<file path="src/rtl/vmm_pkg.sv">
package vmm_pkg;

    localparam int DW      = 32;
    localparam int XW      = DW + 1;
    localparam int IW      = 64;
    localparam int HW      = DW / 2;
    localparam int BW      = 8;
    localparam int NLANE_B = DW / BW;
    localparam int NSRC    = 2;

    localparam int OPC_HI = 63;
    localparam int OPC_LO = 57;
    localparam logic [OPC_HI-OPC_LO:0] OPC_VAL = 7'b0011101;

    localparam int BIT_MX    = 56;
    localparam int BIT_SAT   = 55;
    localparam int BIT_DSGN  = 54;
    localparam int CODE_HI   = 53;
    localparam int CODE_LO   = 51;
    localparam int BIT_BREG  = 50;
    localparam int BIT_BSGN  = 49;
    localparam int BIT_ASGN  = 48;
    localparam int FMTA_LO   = 37;
    localparam int SELA_LO   = 36;
    localparam int FMTB_LO   = 29;
    localparam int SELB_LO   = 28;

    localparam logic [DW-1:0] SMAX = {1'b0, {(DW-1){1'b1}}};
    localparam logic [DW-1:0] SMIN = {1'b1, {(DW-1){1'b0}}};
    localparam logic [DW-1:0] UMAX = {DW{1'b1}};

    typedef enum logic [2:0] {
        S2_INS_HI16 = 3'd0,
        S2_INS_LO16 = 3'd1,
        S2_INS_B0   = 3'd2,
        S2_INS_B2   = 3'd3,
        S2_ADD      = 3'd4,
        S2_MIN      = 3'd5,
        S2_MAX      = 3'd6,
        S2_PASS     = 3'd7
    } s2_code_e;

    typedef enum logic [1:0] {
        LF_BYTE = 2'd0,
        LF_HALF = 2'd1,
        LF_WORD = 2'd2
    } lane_fmt_e;

    typedef struct packed {
        logic [DW-1:0] val;
        lane_fmt_e     fmt;
        logic [1:0]    sel;
        logic          sgn;
    } src_desc_t;

    typedef struct packed {
        logic       take_max;
        logic       a_sgn;
        logic       b_sgn;
        logic       d_sgn;
        logic       sat;
        logic       b_reg;
        lane_fmt_e  fmt_a;
        lane_fmt_e  fmt_b;
        logic [1:0] sel_a;
        logic [1:0] sel_b;
        s2_code_e   code;
    } vmm_dec_t;

    function automatic lane_fmt_e fmt_of(input logic [1:0] f);
        case (f)
            2'b11:   return LF_WORD;
            2'b10:   return LF_HALF;
            default: return LF_BYTE;
        endcase
    endfunction

    function automatic logic lt_sel(input logic [DW-1:0] x, input logic [DW-1:0] y,
                                    input logic sgn);
        if (sgn) return $signed(x) < $signed(y);
        return x < y;
    endfunction

    function automatic logic [DW-1:0] add_clamp(input logic [DW-1:0] x,
                                                input logic [DW-1:0] y,
                                                input logic sat, input logic sgn);
        logic [DW:0] sum;
        logic        ovf;
        sum = {1'b0, x} + {1'b0, y};
        if (!sat) return sum[DW-1:0];
        if (sgn) begin
            ovf = (x[DW-1] == y[DW-1]) && (sum[DW-1] != x[DW-1]);
            if (ovf) return x[DW-1] ? SMIN : SMAX;
            return sum[DW-1:0];
        end
        return sum[DW] ? UMAX : sum[DW-1:0];
    endfunction

endpackage

</file>
<file path="src/rtl/vmm_decode.sv">
module vmm_decode
    import vmm_pkg::*;
(
    input  logic          issue,
    input  logic [IW-1:0] instr,
    output vmm_dec_t      dec,
    output logic          hit,
    output logic          imm_b
);
    logic unused_bits;

    always_comb begin
        dec.take_max = instr[BIT_MX];
        dec.sat      = instr[BIT_SAT];
        dec.d_sgn    = instr[BIT_DSGN];
        dec.code     = s2_code_e'(instr[CODE_HI:CODE_LO]);
        dec.b_reg    = instr[BIT_BREG];
        dec.b_sgn    = instr[BIT_BSGN];
        dec.a_sgn    = instr[BIT_ASGN];
        dec.fmt_a    = fmt_of(instr[FMTA_LO+1:FMTA_LO]);
        dec.fmt_b    = fmt_of(instr[FMTB_LO+1:FMTB_LO]);
        dec.sel_a    = instr[SELA_LO+1:SELA_LO];
        dec.sel_b    = instr[SELB_LO+1:SELB_LO];
    end

    assign hit   = issue && (instr[OPC_HI:OPC_LO] == OPC_VAL);
    assign imm_b = hit && !instr[BIT_BREG];

    assign unused_bits = ^{instr[47:39], instr[35:31], instr[27:0]};
endmodule

</file>
<file path="src/rtl/vmm_lane_extract.sv">
module vmm_lane_extract
    import vmm_pkg::*;
(
    input  src_desc_t     src,
    output logic [XW-1:0] ext
);
    logic [HW-1:0] half;
    logic [BW-1:0] byte_v;

    always_comb begin
        half   = src.sel[0] ? src.val[DW-1:HW] : src.val[HW-1:0];
        byte_v = src.val[BW*src.sel +: BW];
        case (src.fmt)
            LF_WORD: ext = {src.sgn & src.val[DW-1], src.val};
            LF_HALF: ext = {{(XW-HW){src.sgn & half[HW-1]}}, half};
            default: ext = {{(XW-BW){src.sgn & byte_v[BW-1]}}, byte_v};
        endcase
    end
endmodule

</file>
<file path="src/rtl/vmm_stage1.sv">
module vmm_stage1
    import vmm_pkg::*;
(
    input  logic [XW-1:0] ext_a,
    input  logic [XW-1:0] ext_b,
    input  logic          take_max,
    output logic [DW-1:0] r1
);
    logic          a_lt_b;
    logic [XW-1:0] pick;
    logic          unused_top;

    always_comb begin
        a_lt_b = $signed(ext_a) < $signed(ext_b);
        if (take_max) pick = a_lt_b ? ext_b : ext_a;
        else          pick = a_lt_b ? ext_a : ext_b;
    end

    assign r1         = pick[DW-1:0];
    assign unused_top = pick[XW-1];
endmodule

</file>
<file path="src/rtl/vmm_stage2.sv">
module vmm_stage2
    import vmm_pkg::*;
(
    input  logic [DW-1:0] r1,
    input  logic [DW-1:0] opc,
    input  s2_code_e      code,
    input  logic          d_sgn,
    input  logic          sat,
    output logic [DW-1:0] res
);
    logic r_lt_c;

    always_comb begin
        r_lt_c = lt_sel(r1, opc, d_sgn);
        case (code)
            S2_INS_HI16: res = {r1[HW-1:0], opc[HW-1:0]};
            S2_INS_LO16: res = {opc[DW-1:HW], r1[HW-1:0]};
            S2_INS_B0:   res = {opc[DW-1:BW], r1[BW-1:0]};
            S2_INS_B2:   res = {opc[DW-1:HW+BW], r1[BW-1:0], opc[HW-1:0]};
            S2_ADD:      res = add_clamp(r1, opc, sat, d_sgn);
            S2_MIN:      res = r_lt_c ? r1 : opc;
            S2_MAX:      res = r_lt_c ? opc : r1;
            default:     res = r1;
        endcase
    end
endmodule

</file>
<file path="src/rtl/vmm_unit.sv">
module vmm_unit
    import vmm_pkg::*;
(
    input  logic          clk,
    input  logic          rst,
    input  logic          issue,
    input  logic [63:0]   instr,
    input  logic [31:0]   src_a,
    input  logic [31:0]   src_b,
    input  logic [31:0]   src_c,
    output logic          accept,
    output logic          unsupported,
    output logic          res_valid,
    output logic [31:0]   result
);
    vmm_dec_t      dec;
    logic          hit;
    logic          imm_b;
    src_desc_t     srcs [NSRC];
    logic [XW-1:0] exts [NSRC];
    logic [DW-1:0] r1;
    logic [DW-1:0] r2;
    logic          wr_en;

    vmm_decode u_dec (
        .issue (issue),
        .instr (instr),
        .dec   (dec),
        .hit   (hit),
        .imm_b (imm_b)
    );

    always_comb begin
        srcs[0] = '{val: src_a, fmt: dec.fmt_a, sel: dec.sel_a, sgn: dec.a_sgn};
        srcs[1] = '{val: src_b, fmt: dec.fmt_b, sel: dec.sel_b, sgn: dec.b_sgn};
    end

    for (genvar i = 0; i < NSRC; i++) begin : g_src
        vmm_lane_extract u_ext (
            .src (srcs[i]),
            .ext (exts[i])
        );
    end

    vmm_stage1 u_s1 (
        .ext_a    (exts[0]),
        .ext_b    (exts[1]),
        .take_max (dec.take_max),
        .r1       (r1)
    );

    vmm_stage2 u_s2 (
        .r1    (r1),
        .opc   (src_c),
        .code  (dec.code),
        .d_sgn (dec.d_sgn),
        .sat   (dec.sat),
        .res   (r2)
    );

    assign accept      = hit;
    assign unsupported = imm_b;
    assign wr_en       = hit && dec.b_reg;

    always_ff @(posedge clk) begin
        if (rst) begin
            res_valid <= 1'b0;
            result    <= '0;
        end else begin
            res_valid <= wr_en;
            if (wr_en) result <= r2;
        end
    end
endmodule

</file>
<file path="config.mk">
export PLATFORM = sky130hd
export DESIGN_NAME = vmm_unit
export DESIGN_NICKNAME = d
export VERILOG_FILES = /design/src/rtl/vmm_pkg.sv /design/src/rtl/vmm_decode.sv /design/src/rtl/vmm_lane_extract.sv /design/src/rtl/vmm_stage1.sv /design/src/rtl/vmm_stage2.sv /design/src/rtl/vmm_unit.sv
export SDC_FILE = /design/constraint.sdc
export NUM_CORES = 1
export LEC_CHECK = 0
export BUFFER_PORTS_ARGS = -buffer_cell sky130_fd_sc_hd__buf_2
export CORE_MARGIN = 2
export CORE_UTILIZATION = 50
export DETAILED_ROUTE_END_ITERATION = 8
export GPL_TIMING_DRIVEN = 0
export PLACE_DENSITY_LB_ADDON = 0.2
export RECOVER_POWER = 25
export SETUP_SLACK_MARGIN = 0.02
export SYNTH_ARGS = -nofsm -noshare
export SYNTH_HDL_FRONTEND = slang
export SYNTH_SLANG_ARGS = --single-unit
</file>
<file path="constraint.sdc">
create_clock -name clk -period 9.2 [get_ports clk]
set_clock_uncertainty 0.2 [all_clocks]
set_input_delay 2.3 -clock clk [delete_from_list [all_inputs] [get_ports clk]]
set_output_delay 2.3 -clock clk [all_outputs]
set_load 0.01 [all_outputs]
</file>
==> Yosys cells after proc, flatten, opt, wreduce, memory -nomap -nowiden <==
Cells that the tools add are included.
{ "word_totals": {"regBits": 33, "in_bits": 163, "out_inout_bits": 35} }
{ "op_classes": {"n_reduce_logical": 6, "n_bitwise": 6, "magnitude_cmp": 3, "n_eq_ne": 17, "muxes": 31, "shifts": 2, "addsub": 1} }
{ "ops": {"columns": ["operator", "count"], "rows": [
  ["$mux 32", 13],
  ["$pmux 32 s7", 1],
  ["$pmux 33 s2", 2],
  ["$lt 32x32->1", 2],
  ["$shiftx 32x6->8", 2],
  ["$add 32x32->33", 1],
  ["$lt 33x33->1", 1],
  ["$mux 16", 2],
  ["$eq 2x2->1 const B", 6],
  ["$mux 1", 11],
  ["$eq 3x3->1 const B", 3],
  ["$pmux 2 s2", 2],
  ["$eq 7x5->1 const B", 1],
  ["$and 1x1->1", 6],
  ["$eq 3x2->1 const B", 2],
  ["$eq 2x1->1 const B", 2],
  ["$logic_and 1x1->1", 4],
  ["$eq 3x1->1 const B", 1],
  ["$logic_not 3->1", 1],
  ["$eq 1x1->1", 1],
  ["$logic_not 1->1", 1],
  ["$ne 1x1->1", 1]
]} }

==> Longest topological paths before layout <==
Gate-level depths: netlist of the first run.
{ "depth": {"word_depth": 19, "ltp_mapped": 36, "depth_no_buf": 32} }

==> By module <==
From an unflattened synthesis of the first run, not the netlist that was laid out.
{ "hier_totals": {"cells_unflattened": 1242, "hier_area_um2": 9247.6} }
{ "modules_own_cells": {"columns": ["module", "area_each_um2", "cells_per_inst", "seq_area_each_um2", "n_inst"], "rows": [
  ["vmm_stage2", 4332.9, 669, 0.0, 1],
  ["vmm_lane_extract", 935.9, 126, 0.0, 2],
  ["vmm_unit", 1503.9, 149, 660.6, 1],
  ["vmm_stage1", 1366.3, 151, 0.0, 1],
  ["vmm_decode", 172.7, 21, 0.0, 1]
]} }

==> Worst setup path after synthesis of the first run <==
No wires, ideal clock.
{ "synth_path": {"path_kind": "input to register", "startpoint": "in instr[36]", "endpoint": "reg result[26]", "path_slack_ps": -500, "n_path_buf": 3, "required_ps": 8840, "arrival_ps": 9340, "path_stages": 31, "path_cell_list": "buf_2 mux4_2 a21oi_2 clkbuf_1 a21oi_1 ha_1 nand4_1 nor3_1 o2bb2ai_1 o41ai_1 a31oi_4 nor2_4 buf_6 nor2_1 a21oi_1 ha_1 or3_1 nor4_1 a22o_1 a31o_2 a21oi_1 o31a_1 o21bai_1 a21oi_1 o31a_1 fa_1 xor2_1 nand4_1 a31oi_2 a21oi_1 a41oi_1"} }
{ "synth_via": {"elab_chain_cells": 18} }
{ "synth_lines": {"columns": ["item", "line_no", "source"], "rows": [
  ["from (decl)", "vmm_unit.sv:7", "input logic [63:0] instr,"],
  ["$shiftx 32x6->8 or $mux 16 (tied branches)", "vmm_lane_extract.sv:12, vmm_lane_extract.sv:11", null],
  ["$and 1x1->1 (on tied branches)", "vmm_lane_extract.sv:16, vmm_lane_extract.sv:15", null],
  ["$pmux 33 s2 (*)", "vmm_lane_extract.sv:13", "case (src.fmt)"],
  ["$lt 33x33->1", "vmm_stage1.sv:14", "a_lt_b = $signed(ext_a) < $signed(ext_b);"],
  ["$mux 32 (on tied branches)", "vmm_stage1.sv:16, vmm_stage1.sv:15", null],
  ["$mux 32 (*)", "vmm_stage1.sv:15", "if (take_max) pick = a_lt_b ? ext_b : ext_a;"],
  ["$add 32x32->33", "vmm_pkg.sv:89", "sum = {1'b0, x} + {1'b0, y};"],
  ["$ne 1x1->1", "vmm_pkg.sv:92", "ovf = (x[DW-1] == y[DW-1]) && (sum[DW-1] != x[DW-1]);"],
  ["$logic_and 1x1->1", "vmm_pkg.sv:92", null],
  ["$mux 1", "vmm_pkg.sv:93", "if (ovf) return x[DW-1] ? SMIN : SMAX;"],
  ["$mux 1 (2 in series)", "vmm_pkg.sv:91", "if (sgn) begin"],
  ["$mux 1", "vmm_stage2.sv:15", "case (code)"],
  ["$mux 32", "vmm_pkg.sv:94", "return sum[DW-1:0];"],
  ["$mux 32", "vmm_pkg.sv:91", null],
  ["$mux 32", "vmm_pkg.sv:96", "return sum[DW] ? UMAX : sum[DW-1:0];"],
  ["$mux 32", "vmm_pkg.sv:91", null],
  ["$pmux 32 s7 (*)", "vmm_stage2.sv:15", null],
  ["to (signal assigned)", "vmm_unit.sv:71", "if (wr_en) result <= r2;"],
  ["to (decl)", "vmm_unit.sv:14", "output logic [31:0] result"]
]} }
Mark *: on every way between the ends. The rest lies on a longest branch, timed or not. The select of a mux whose other input is x is not followed.
A chain may end at the register's enable or synchronous reset.

==> Worst setup path in the final report of the first run <==
{ "layout_path": {"startpoint": "in instr[38]", "endpoint": "reg result[16]"} }
{ "layout_via": {"elab_chain_cells": 19} }
{ "layout_lines": {"columns": ["item", "line_no", "source"], "rows": [
  ["$eq 2x2->1", "vmm_pkg.sv:71", "case (f)"],
  ["$pmux 2 s2 (*)", "vmm_pkg.sv:71", null],
  ["$eq 2x1->1 or $eq 2x2->1 (tied branches)", "vmm_lane_extract.sv:13", null],
  ["$pmux 33 s2 (*)", "vmm_lane_extract.sv:13", null],
  ["$lt 33x33->1", "vmm_stage1.sv:14", null],
  ["$mux 32 (on tied branches)", "vmm_stage1.sv:16, vmm_stage1.sv:15", null],
  ["$mux 32 (*)", "vmm_stage1.sv:15", null],
  ["$add 32x32->33", "vmm_pkg.sv:89", null],
  ["(+2 left out)", null, null],
  ["$mux 1", "vmm_pkg.sv:93", null],
  ["$mux 1 (2 in series)", "vmm_pkg.sv:91", null],
  ["$mux 1", "vmm_stage2.sv:15", null],
  ["$mux 32", "vmm_pkg.sv:94", null],
  ["$mux 32", "vmm_pkg.sv:91", null],
  ["$mux 32", "vmm_pkg.sv:96", null],
  ["$mux 32", "vmm_pkg.sv:91", null],
  ["$pmux 32 s7 (*)", "vmm_stage2.sv:15", null]
]} }
Marked as above.

==> results of run 1 <==
==> placed cells by master, fill, tap and decap left out, types with 13 or more instances in the layout <==
cell	instances
nor2_1	60
dfxtp_1	33
nor3_1	15
a21oi_1	71
o22ai_1	13
o21ai_0	26
a21oi_2	14
nand2_1	96
clkbuf_1	24
xnor2_1	20
nand2b_1	25
buf_6	13
o21ai_1	24
mux2i_1	16
ha_4	17
o21ai_2	16
buf_2	141
buf_4	74
inv_1	74
ha_1	76
nand3_1	17
a21o_1	16
a221oi_1	17
a211oi_1	21
==> critical path, delay by kind of cell <==
family                     cells  cell delay, ns
AOI/OAI and AO/OA             19            4.02
adders and majority gates      3            1.08
and+or+nand+nor                6            0.98
buffers and inverters          5            0.93
xor gates and xnor gates       1            0.16
==> per-stage QoR <==
stage               std cells  hold slack, ns  power (W)
floorplan                1004           0.313   0.000928
global placement         1334           0.280    0.00120
detailed placement       1334           0.283    0.00121
CTS                      1402           0.291    0.00163
global route             1422           0.309    0.00185
finish                   1422           0.287    0.00176
==> how the worst max path moves through the flow <==
stage	to	from	slack [ns]
2_1_floorplan	result[27]$_SDFFE_PP0P_	instr[36]	0.04
3_3_place_gp	result[30]$_SDFFE_PP0P_	instr[37]	-1.72
3_5_place_dp	result[24]$_SDFFE_PP0P_	instr[38]	-1.71
4_1_cts	result[22]$_SDFFE_PP0P_	instr[36]	-0.10
5_1_grt	result[16]$_SDFFE_PP0P_	instr[38]	-0.44
6_report	result[16]$_SDFFE_PP0P_	instr[38]	-0.29
==> final cells by class <==
class	count	area [um^2]
sequential	33	661
multi-input combinational	840	6940
clock inverter	1	5.00
inverter	83	315
clock buffer	5	125
buffer	48	355
tap	180	225
fill	1131	3820
timing repair buffer	230	1480
antenna	2	5.00
==> state kept, by name, summed over array words and instances, names as in the netlist <==
signal and flops:
result 32, res_valid 1
==> power groups by stage <==
stage	Sequential, W	Clock (W)	Combinational [W]
6_report	0.000143	0.000167	0.00145
5_1_grt	0.000143	0.000169	0.00153
4_1_cts	0.000143	0.000164	0.00132
3_5_place_dp	0.000147	0	0.00106
3_3_place_gp	0.000147	0	0.00105
2_1_floorplan	0.000147	0	0.000781
==> cells by family (layout without fill, tap and decap cells) <==
family | after synthesis | count (layout) | synth area share
AOI/OAI and AO/OA | 387 | 388 | 0.371
xor gates and xnor gates | 28 | 28 | 0.0342
adders and majority gates | 98 | 98 | 0.173
buffers and inverters | 132 | 367 | 0.0742
DFF | 33 | 33 | 0.0922
muxes | 31 | 31 | 0.0500
other | 0 | 2 | 0
and+or+nand+nor | 295 | 295 | 0.205
==> metal layers <==
layer | track usage | vias to the layer above | share of wire
li1 | - | 4251 | -
met3 | 0.0664 | 87 | 0.12
met1 | 0.550 | 4459 | 0.41
met2 | 0.596 | 590 | 0.44
met5 | 0 | - | 0
met4 | 0.109 | 0 | 0.031
==> timing repair <==
item / CTS / global route
buffers inserted: 59 / 18
hold endpoints to repair: 0 / 0
resized for setup: 181 / 86
endpoints found under the setup margin: 32 / 32
gates cloned: 4 / 1
pin swaps: 62 / 33
==> results.cfg, run 1 <==
[detailed_routing]
drc = 0
drtAntennaViolNets = 0
first_pass_iters = 8
drtIter0Drc = 1319
num_vias = 9387
routed_via_density = 6.60
routed_wl_um = 31100
wl_per_cell_um = 21.9

[finish]
syn_to_final_growth_pct = 41.2
final_area_um2 = 10100
final_nets = 1502
final_util = 0.726
drive_gt1_frac = 0.339

[clock_tree]
cts-root-buf = clkbuf_16
numCtsBuffers = 5
clk_pin_slew_ns = 0.06
worstSkewPairLatency_ns = 0.29
clkSinkCount = 33
hold_buffers = 0
cts.htree.levels = 2
clk_path_buf_depth = 2
cts_tree = built

[die]
num_rows = 43
die_h_um = 124
start_util = 0.514
dieArea_um2 = 15300
die_w_um = 124
ios = 198
core_um2 = 13900

[sta]
worstMarginPinSlew_ns = 1.11
hold_viol_final = 0
tns_ns = -5.89
rsz0062_at_grt = yes
min_period_ns = 9.49
slew_viol_final = 0
slew-limit-headroom = 0.262
period_share = 1.03
setup_viol = 31
clock.fmax_ghz = 0.105
timing.final.ws_setup_ns = -0.285

[logic_synthesis]
yosysMostFrequentCell = nand2_1
synth_common_cells = 102 x nand2_1, 96 x ha_1, 95 x a21oi_1, 80 x inv_1, 67 x o21ai_0
synth_area_um2 = 7160
synth_enable_flop_cells = 0
syn_nets = 1265
ys_top_cells_by_area = ha_1 17%, dfxtp_1 9.2%, a21oi_1 6.6%, nand2_1 5.3%, o21ai_0 4.7%
yosys.area.top_type_share = 0.168
syn-mean-instance-area_um2 = 7.13
yosysUniqueCellTypes = 92
yosysTopAreaCell = ha_1
synth-main-ff-cell = dfxtp_1
ys_seq_elements = 33
postSynthCellCount = 1004
ys_seq_area_frac = 0.0922
ys_warn_count = 0
async_flop_share = 0

[critical_path]
endpoint_kind = flip-flop
cp_data_arrival_time_ns = 9.50
rrSetupSlack_ns = 7.88
cp_max_fo = 10
worst_setup_path_start_kind = input pin
critPathKind = in -> reg
cp_slowest_cell = fa_2
r2r_cells = 3
cpPeakStageDelay_ns = 0.59
reg2reg_to = result[27]$_SDFFE_PP0P_
crit_required_ns = 9.21
timing.rr.start = result[27]$_SDFFE_PP0P_

[power]
switchingPower_w = 0.000902
power.clock.fraction = 0.095
p_leak_nw = 4.48
comb_power_share = 0.824
p_sw_frac = 0.512
p_per_area_nw_per_um2 = 174
power_frac_seq = 0.081
internal_power_w = 0.000859
ir_worst_vdd_mv = 0.136

[run]
cap_violations = 0

[placement]
post-place-ws_ns = -1.71
dp_hpwl_um = 22700
numPortBuffers = 150
gp_congestion = 1.04
placed_area_um2 = 8230

[min_path]
hp-class = reg -> reg
hold_start = result[7]$_SDFFE_PP0P_
hold_path_end = result[7]$_SDFFE_PP0P_
hold_depth = 2

[global_routing]
grt.total_usage = 0.386
grt_pass1_wl_um = 45500
antenna_found_initial = 2
grt_pass1_vias = 8313
overflow = 0
grt_max_degree = 12

[outcome]
violations = negative setup slack
status = finished, violations left
(Power assumes the default switching activity.)
==> run 2, diff against run 1 <==
ABC_AREA = 1   (was not set)
BUFFER_PORTS_ARGS = -buffer_cell sky130_fd_sc_hd__clkbuf_2   (was -buffer_cell sky130_fd_sc_hd__buf_2)
==> results.cfg, run 2 <==
[outcome]
status = complete, no violations

[finish]
final_util = 0.614
fill_cells = 1588
layout_common_cells = 296 x nand2_1, 191 x inv_1, 141 x clkbuf_2, 121 x a21oi_1
final_area_um2 = 9410
reg_top3 = result (32), res_valid (1)
drive_gt1_frac = 0.184
syn_to_final_growth_pct = 19.3
regMostFlops = result
final_common_cell = nand2_1
largest_reg_flops = 32
final_nets = 1789

[global_routing]
busiest_layer = met2
antenna_found_initial = 0
grt_max_degree = 11
grtUsageMet3 = 0.0838
gr-usage-met1 = 0.494
grt_pass1_wl_um = 45900
grt_pass1_vias = 8880
overflow = 0
grt.total_usage = 0.349
grtUsageMet2 = 0.535

[logic_synthesis]
yosysUniqueCellTypes = 53
yosysTopAreaCell = ha_1
ys_warn_count = 0
yosys.area.top_type_share = 0.152
async_flop_share = 0
postSynthCellCount = 1356
synth-main-ff-cell = dfxtp_1
synth_common_cells = 302 x nand2_1, 197 x inv_1, 128 x a21oi_1, 98 x nor2_1, 98 x o21ai_0
syn-mean-instance-area_um2 = 5.81
syn_nets = 1617
synth_enable_flop_cells = 0
ys_top_cells_by_area = ha_1 15%, nand2_1 14%, inv_1 9.4%, dfxtp_1 8.4%, a21oi_1 8.1%
ys_seq_elements = 33
synth_area_um2 = 7880
yosysMostFrequentCell = nand2_1
ys_seq_area_frac = 0.0838

[min_path]
hp-class = reg -> reg

[detailed_routing]
num_vias = 9997
routed_wl_um = 29900
drtAntennaViolNets = 0
first_pass_iters = 7
routed_via_density = 5.74
wl_per_cell_um = 17.2
drc = 0
drtIter0Drc = 1031

[sta]
slew-limit-headroom = 0.526
min_period_ns = 8.87
slew_viol_final = 0
hold-worst-slack_ns = 0.264
setup_viol = 0
clock.fmax_ghz = 0.113
worstMarginPinSlew_ns = 0.703
period_share = 0.964
hold_viol_final = 0

[power]
p_per_area_nw_per_um2 = 165
finalPower_w = 0.00155
p_leak_nw = 5.02
ir_worst_vdd_mv = 0.103

[clock_tree]
hold_buffers = 0
cts.htree.levels = 2
worstSkewPairLatency_ns = 0.27
clkSinkCount = 33
cts_tree = built
cts-root-buf = clkbuf_16
numCtsBuffers = 5
clk_path_buf_depth = 2
clk_pin_slew_ns = 0.05

[critical_path]
cp_data_arrival_time_ns = 8.84
critPathKind = in -> reg
endpoint_kind = flip-flop
crit_required_ns = 9.18
cpPeakStageDelay_ns = 0.51
cp_slowest_cell = fa_2
cp_max_fo = 10
worst_setup_path_start_kind = input pin

[die]
die_h_um = 130
start_util = 0.515
ios = 198
num_rows = 45
dieArea_um2 = 16800
core_um2 = 15300
die_w_um = 130

[placement]
gp_congestion = 1.06
dp_hpwl_um = 24600
numPortBuffers = 154
placed_area_um2 = 8920

[run]
cap_violations = 0
==> run 2: cell types whose count changed in the layout (fill, tap and decap cells not counted), moves of 25 or more <==
cell	before	now
buf_2	141	10
buf_4	74	14
o21ai_0	26	90
clkbuf_2	5	141
nand2b_1	25	0
nor2_1	60	92
inv_1	74	191
a21oi_1	71	121
nand2_1	96	296
nand3_1	17	65
o211ai_1	4	47
==> run 2: routing by layer <==
layer  wire (um)  up-vias
li1            -     4918
met1       13100     4476
met2       12800      531
met5           0        -
met4         825        0
met3        3250       72
==> run 2: area by class of cell <==
type                       count  area [um^2]  area share
antenna                        1         2.50    0.000266
buffer                        52          310      0.0330
clock buffer                   7          143      0.0152
clock inverter                 1         30.0     0.00319
inverter                     209          790      0.0839
multi-input combinational   1062         6370       0.678
sequential                    33          661      0.0702
tap                          211          264      0.0281
timing repair buffer         165          832      0.0885
==> run 2: cells by family (layout without fill, tap and decap cells) <==
family,after synthesis,in the layout,synth area share
AO/OA/AOI/OAI,412,412,0.311
XOR/XNOR,29,29,0.0322
adder cells (fa/ha/maj),98,98,0.157
buffers and inverters,261,434,0.133
flip-flops,33,33,0.0838
other,0,1,0
AND/OR/NAND/NOR,523,523,0.283
==> run 2: timing repair <==
action | 4_1_cts | 5_1_grt
hold endpoints to repair | 0 | 0
buffers inserted | 0 | 11
pin swaps | 0 | 12
endpoints found under the setup margin | 32 | 32
cloned | 0 | 0
resized for setup | 11 | 79
==> run 2: final timing paths <==
path / startpoint / endpoint / slack (ns) / depth (start not counted)
worst min-delay path: result[27]$_SDFFE_PP0P_ / result[27]$_SDFFE_PP0P_ / 0.26 / 2
worst min register to register: result[27]$_SDFFE_PP0P_ / result[27]$_SDFFE_PP0P_ / 0.26 / 2
worst max register to register: result[1]$_SDFFE_PP0P_ / result[1]$_SDFFE_PP0P_ / 8.29 / 3
worst max-delay path: instr[38] / result[16]$_SDFFE_PP0P_ / 0.33 / 40
==> run 2: worst max-delay path: cells and delay by family <==
kind	cells	cell delay, ns
AND/OR/NAND/NOR	19	2.41
buffers and inverters	12	1.74
AO/OA/AOI/OAI	6	1.22
adder cells (fa/ha/maj)	3	1.14
==> run 2: metrics by stage <==
stage	std cells	worst slack [ns]	TNS, ns
3_5_place_dp	1721	-0.642	-16.80
5_1_grt	1740	-0.0263	-0.146
2_1_floorplan	1356	1.01	0
6_report	1741	0.332	0
3_3_place_gp	1721	-0.645	-16.63
4_1_cts	1729	0.0289	0
==> run 2: where the power goes <==
| group | internal [W] | switching [W] |
|---|---|---|
| Clock | 0.000135 | 0.0000607 |
| Sequential | 0.000143 | 0.000000157 |
| Combinational | 0.000406 | 0.000802 |
| Total | 0.000685 | 0.000863 |
==> run 3, diff against run 2 <==
ABC_AREA = not set   (was 1)
CAP_MARGIN = 30   (was not set)
==> results.cfg, run 3 (synthesis gave the netlist of run 1 again) <==
[outcome]
violations = negative setup slack
status = finished, violations left

[finish]
reg_top3 = result (32), res_valid (1)
largest_reg_flops = 32
regArea_um2 = 661
multi_input_area_um2 = 7170
drive_gt1_frac = 0.369
final_common_cell = clkbuf_2
fill_cells = 1094
regMostFlops = result
final_nets = 1505
stdcell_count = 1425
syn_to_final_growth_pct = 45.3
n_antenna_cell = 0
layout_common_cells = 143 x clkbuf_2, 91 x nand2_1, 76 x buf_4, 74 x inv_1, 72 x ha_1

[global_routing]
grt_pass1_wl_um = 45400
grt.total_usage = 0.389
grt_max_degree = 12
antenna_found_initial = 0
overflow = 0
grt_pass1_vias = 8239

[clock_tree]
numCtsBuffers = 5
cts-root-buf = clkbuf_16
cts_tree = built
clk_pin_slew_ns = 0.06
cts.htree.levels = 2
worstSkewPairLatency_ns = 0.29
clkSinkCount = 33
clk_path_buf_depth = 2

[detailed_routing]
num_vias = 9382
wl_per_cell_um = 22.3
first_pass_iters = 9
drc = 0
routed_via_density = 6.58
routed_wl_um = 31800
drtIter0Drc = 1316
drtAntennaViolNets = 0

[placement]
dp_hpwl_um = 22900
post-place-ws_ns = -1.79
placedCellCount = 1334
numPortBuffers = 150
gp_congestion = 1.03

[die]
ios = 198
die_w_um = 124
num_rows = 43
dieArea_um2 = 15300
core_um2 = 13900
start_util = 0.514
die_h_um = 124

[critical_path]
cp_data_arrival_time_ns = 9.52
cpPeakStageDelay_ns = 0.61
crit_required_ns = 9.15
timing.rr.start = result[27]$_SDFFE_PP0P_
startpoint = instr[36]
cp_slowest_cell = fa_2
rrSetupSlack_ns = 7.93
critPathKind = in -> reg
worstSetupEndpoint = result[16]$_SDFFE_PP0P_
reg2reg_to = result[27]$_SDFFE_PP0P_
cp_max_fo = 6
endpoint_kind = flip-flop
r2r_cells = 3
worst_setup_path_start_kind = input pin

[power]
power.clock.fraction = 0.109
internal_power_w = 0.000934
p_sw_frac = 0.502
ir_worst_vdd_mv = 0.107
p_per_area_nw_per_um2 = 180
switchingPower_w = 0.000941
p_leak_nw = 4.55
comb_power_share = 0.814
power_frac_seq = 0.076

[sta]
setup_viol = 31
clock.fmax_ghz = 0.104
period_share = 1.04
slew-limit-headroom = 0.263
rsz0062_at_grt = yes
tns_ns = -9.47
hold_viol_final = 0
worstMarginPinSlew_ns = 1.11
timing.final.ws_setup_ns = -0.378
slew_viol_final = 0
min_period_ns = 9.58

[min_path]
hp-class = reg -> reg

[run]
cap_violations = 0
==> run 3: changes by cell type in the layout (fill, tap and decap cells not counted), sizes merged, moves of 25 or more <==
cell    before  now
nand3       70   17
inv        208   80
a211oi       1   26
o21ai      152   76
o211ai      47    4
nand2      311  102
nor2        99   63
a21oi      128   97
buf         35  109
nand2b       0   25
==> run 3: through the flow <==
step	hold slack [ns]	total power, W	util	cell area [um^2]
after global routing	0.306	0.00197	0.747	10400
final	0.290	0.00188	0.747	10400
after floorplan	0.313	0.000928	-	7260
after CTS	0.290	0.00162	0.676	9420
after detailed placement	0.282	0.00121	0.591	8230
after global placement	0.284	0.00121	0.591	8230
==> run 3: power groups by stage <==
stage               sequential [W]  clock (W)  combinational [W]
detailed placement        0.000147          0            0.00106
CTS                       0.000143   0.000204            0.00128
finish                    0.000143   0.000205            0.00153
global route              0.000143   0.000209            0.00161
floorplan                 0.000147          0           0.000781
global placement          0.000147          0            0.00106
==> run 3: layout make-up <==
cell class / instances / share of cell area
flip-flops and latches: 33 / 0.0635
inverters: 83 / 0.0305
multi-input cells: 840 / 0.689
repair buffers: 234 / 0.144
clock buffers: 7 / 0.0137
clock inverters: 1 / 0.00288
well taps: 180 / 0.0216
plain buffers: 47 / 0.0346
==> run 3: metal layers <==
| metal | track usage | part of all wire |
|---|---|---|
| met5 | 0 | 0 |
| met4 | 0.125 | 0.035 |
| met3 | 0.0833 | 0.11 |
| met2 | 0.592 | 0.44 |
| met1 | 0.545 | 0.42 |
==> run 3: repair_timing <==
item,4_1_cts,5_1_grt
pin swaps,67,79
cloned,5,0
setup buffers,48,33
hold buffers,0,0
resized for setup,141,177
endpoints found under the setup margin,32,32
==> run 3: how the worst min path moves through the flow <==
| stage | startpoint | end | slack, ns | cells past startpoint |
|---|---|---|---|---|
| 2_1_floorplan | result[0]$_SDFFE_PP0P_ | result[0]$_SDFFE_PP0P_ | 0.31 | 2 |
| 3_3_place_gp | result[9]$_SDFFE_PP0P_ | result[9]$_SDFFE_PP0P_ | 0.28 | 2 |
| 3_5_place_dp | result[9]$_SDFFE_PP0P_ | result[9]$_SDFFE_PP0P_ | 0.28 | 2 |
| 4_1_cts | result[9]$_SDFFE_PP0P_ | result[9]$_SDFFE_PP0P_ | 0.29 | 2 |
| 5_1_grt | result[0]$_SDFFE_PP0P_ | result[0]$_SDFFE_PP0P_ | 0.31 | 2 |
| 6_report | result[9]$_SDFFE_PP0P_ | result[9]$_SDFFE_PP0P_ | 0.29 | 2 |
==> run 3: critical path: cells and delay by family <==
kind	cells	cell delay (ns)
adder cells (fa/ha/maj)	3	1.17
buffers and inverters	6	0.89
AO/OA/AOI/OAI	17	3.57
multiplexers	1	0.56
AND/OR/NAND/NOR	6	1.01
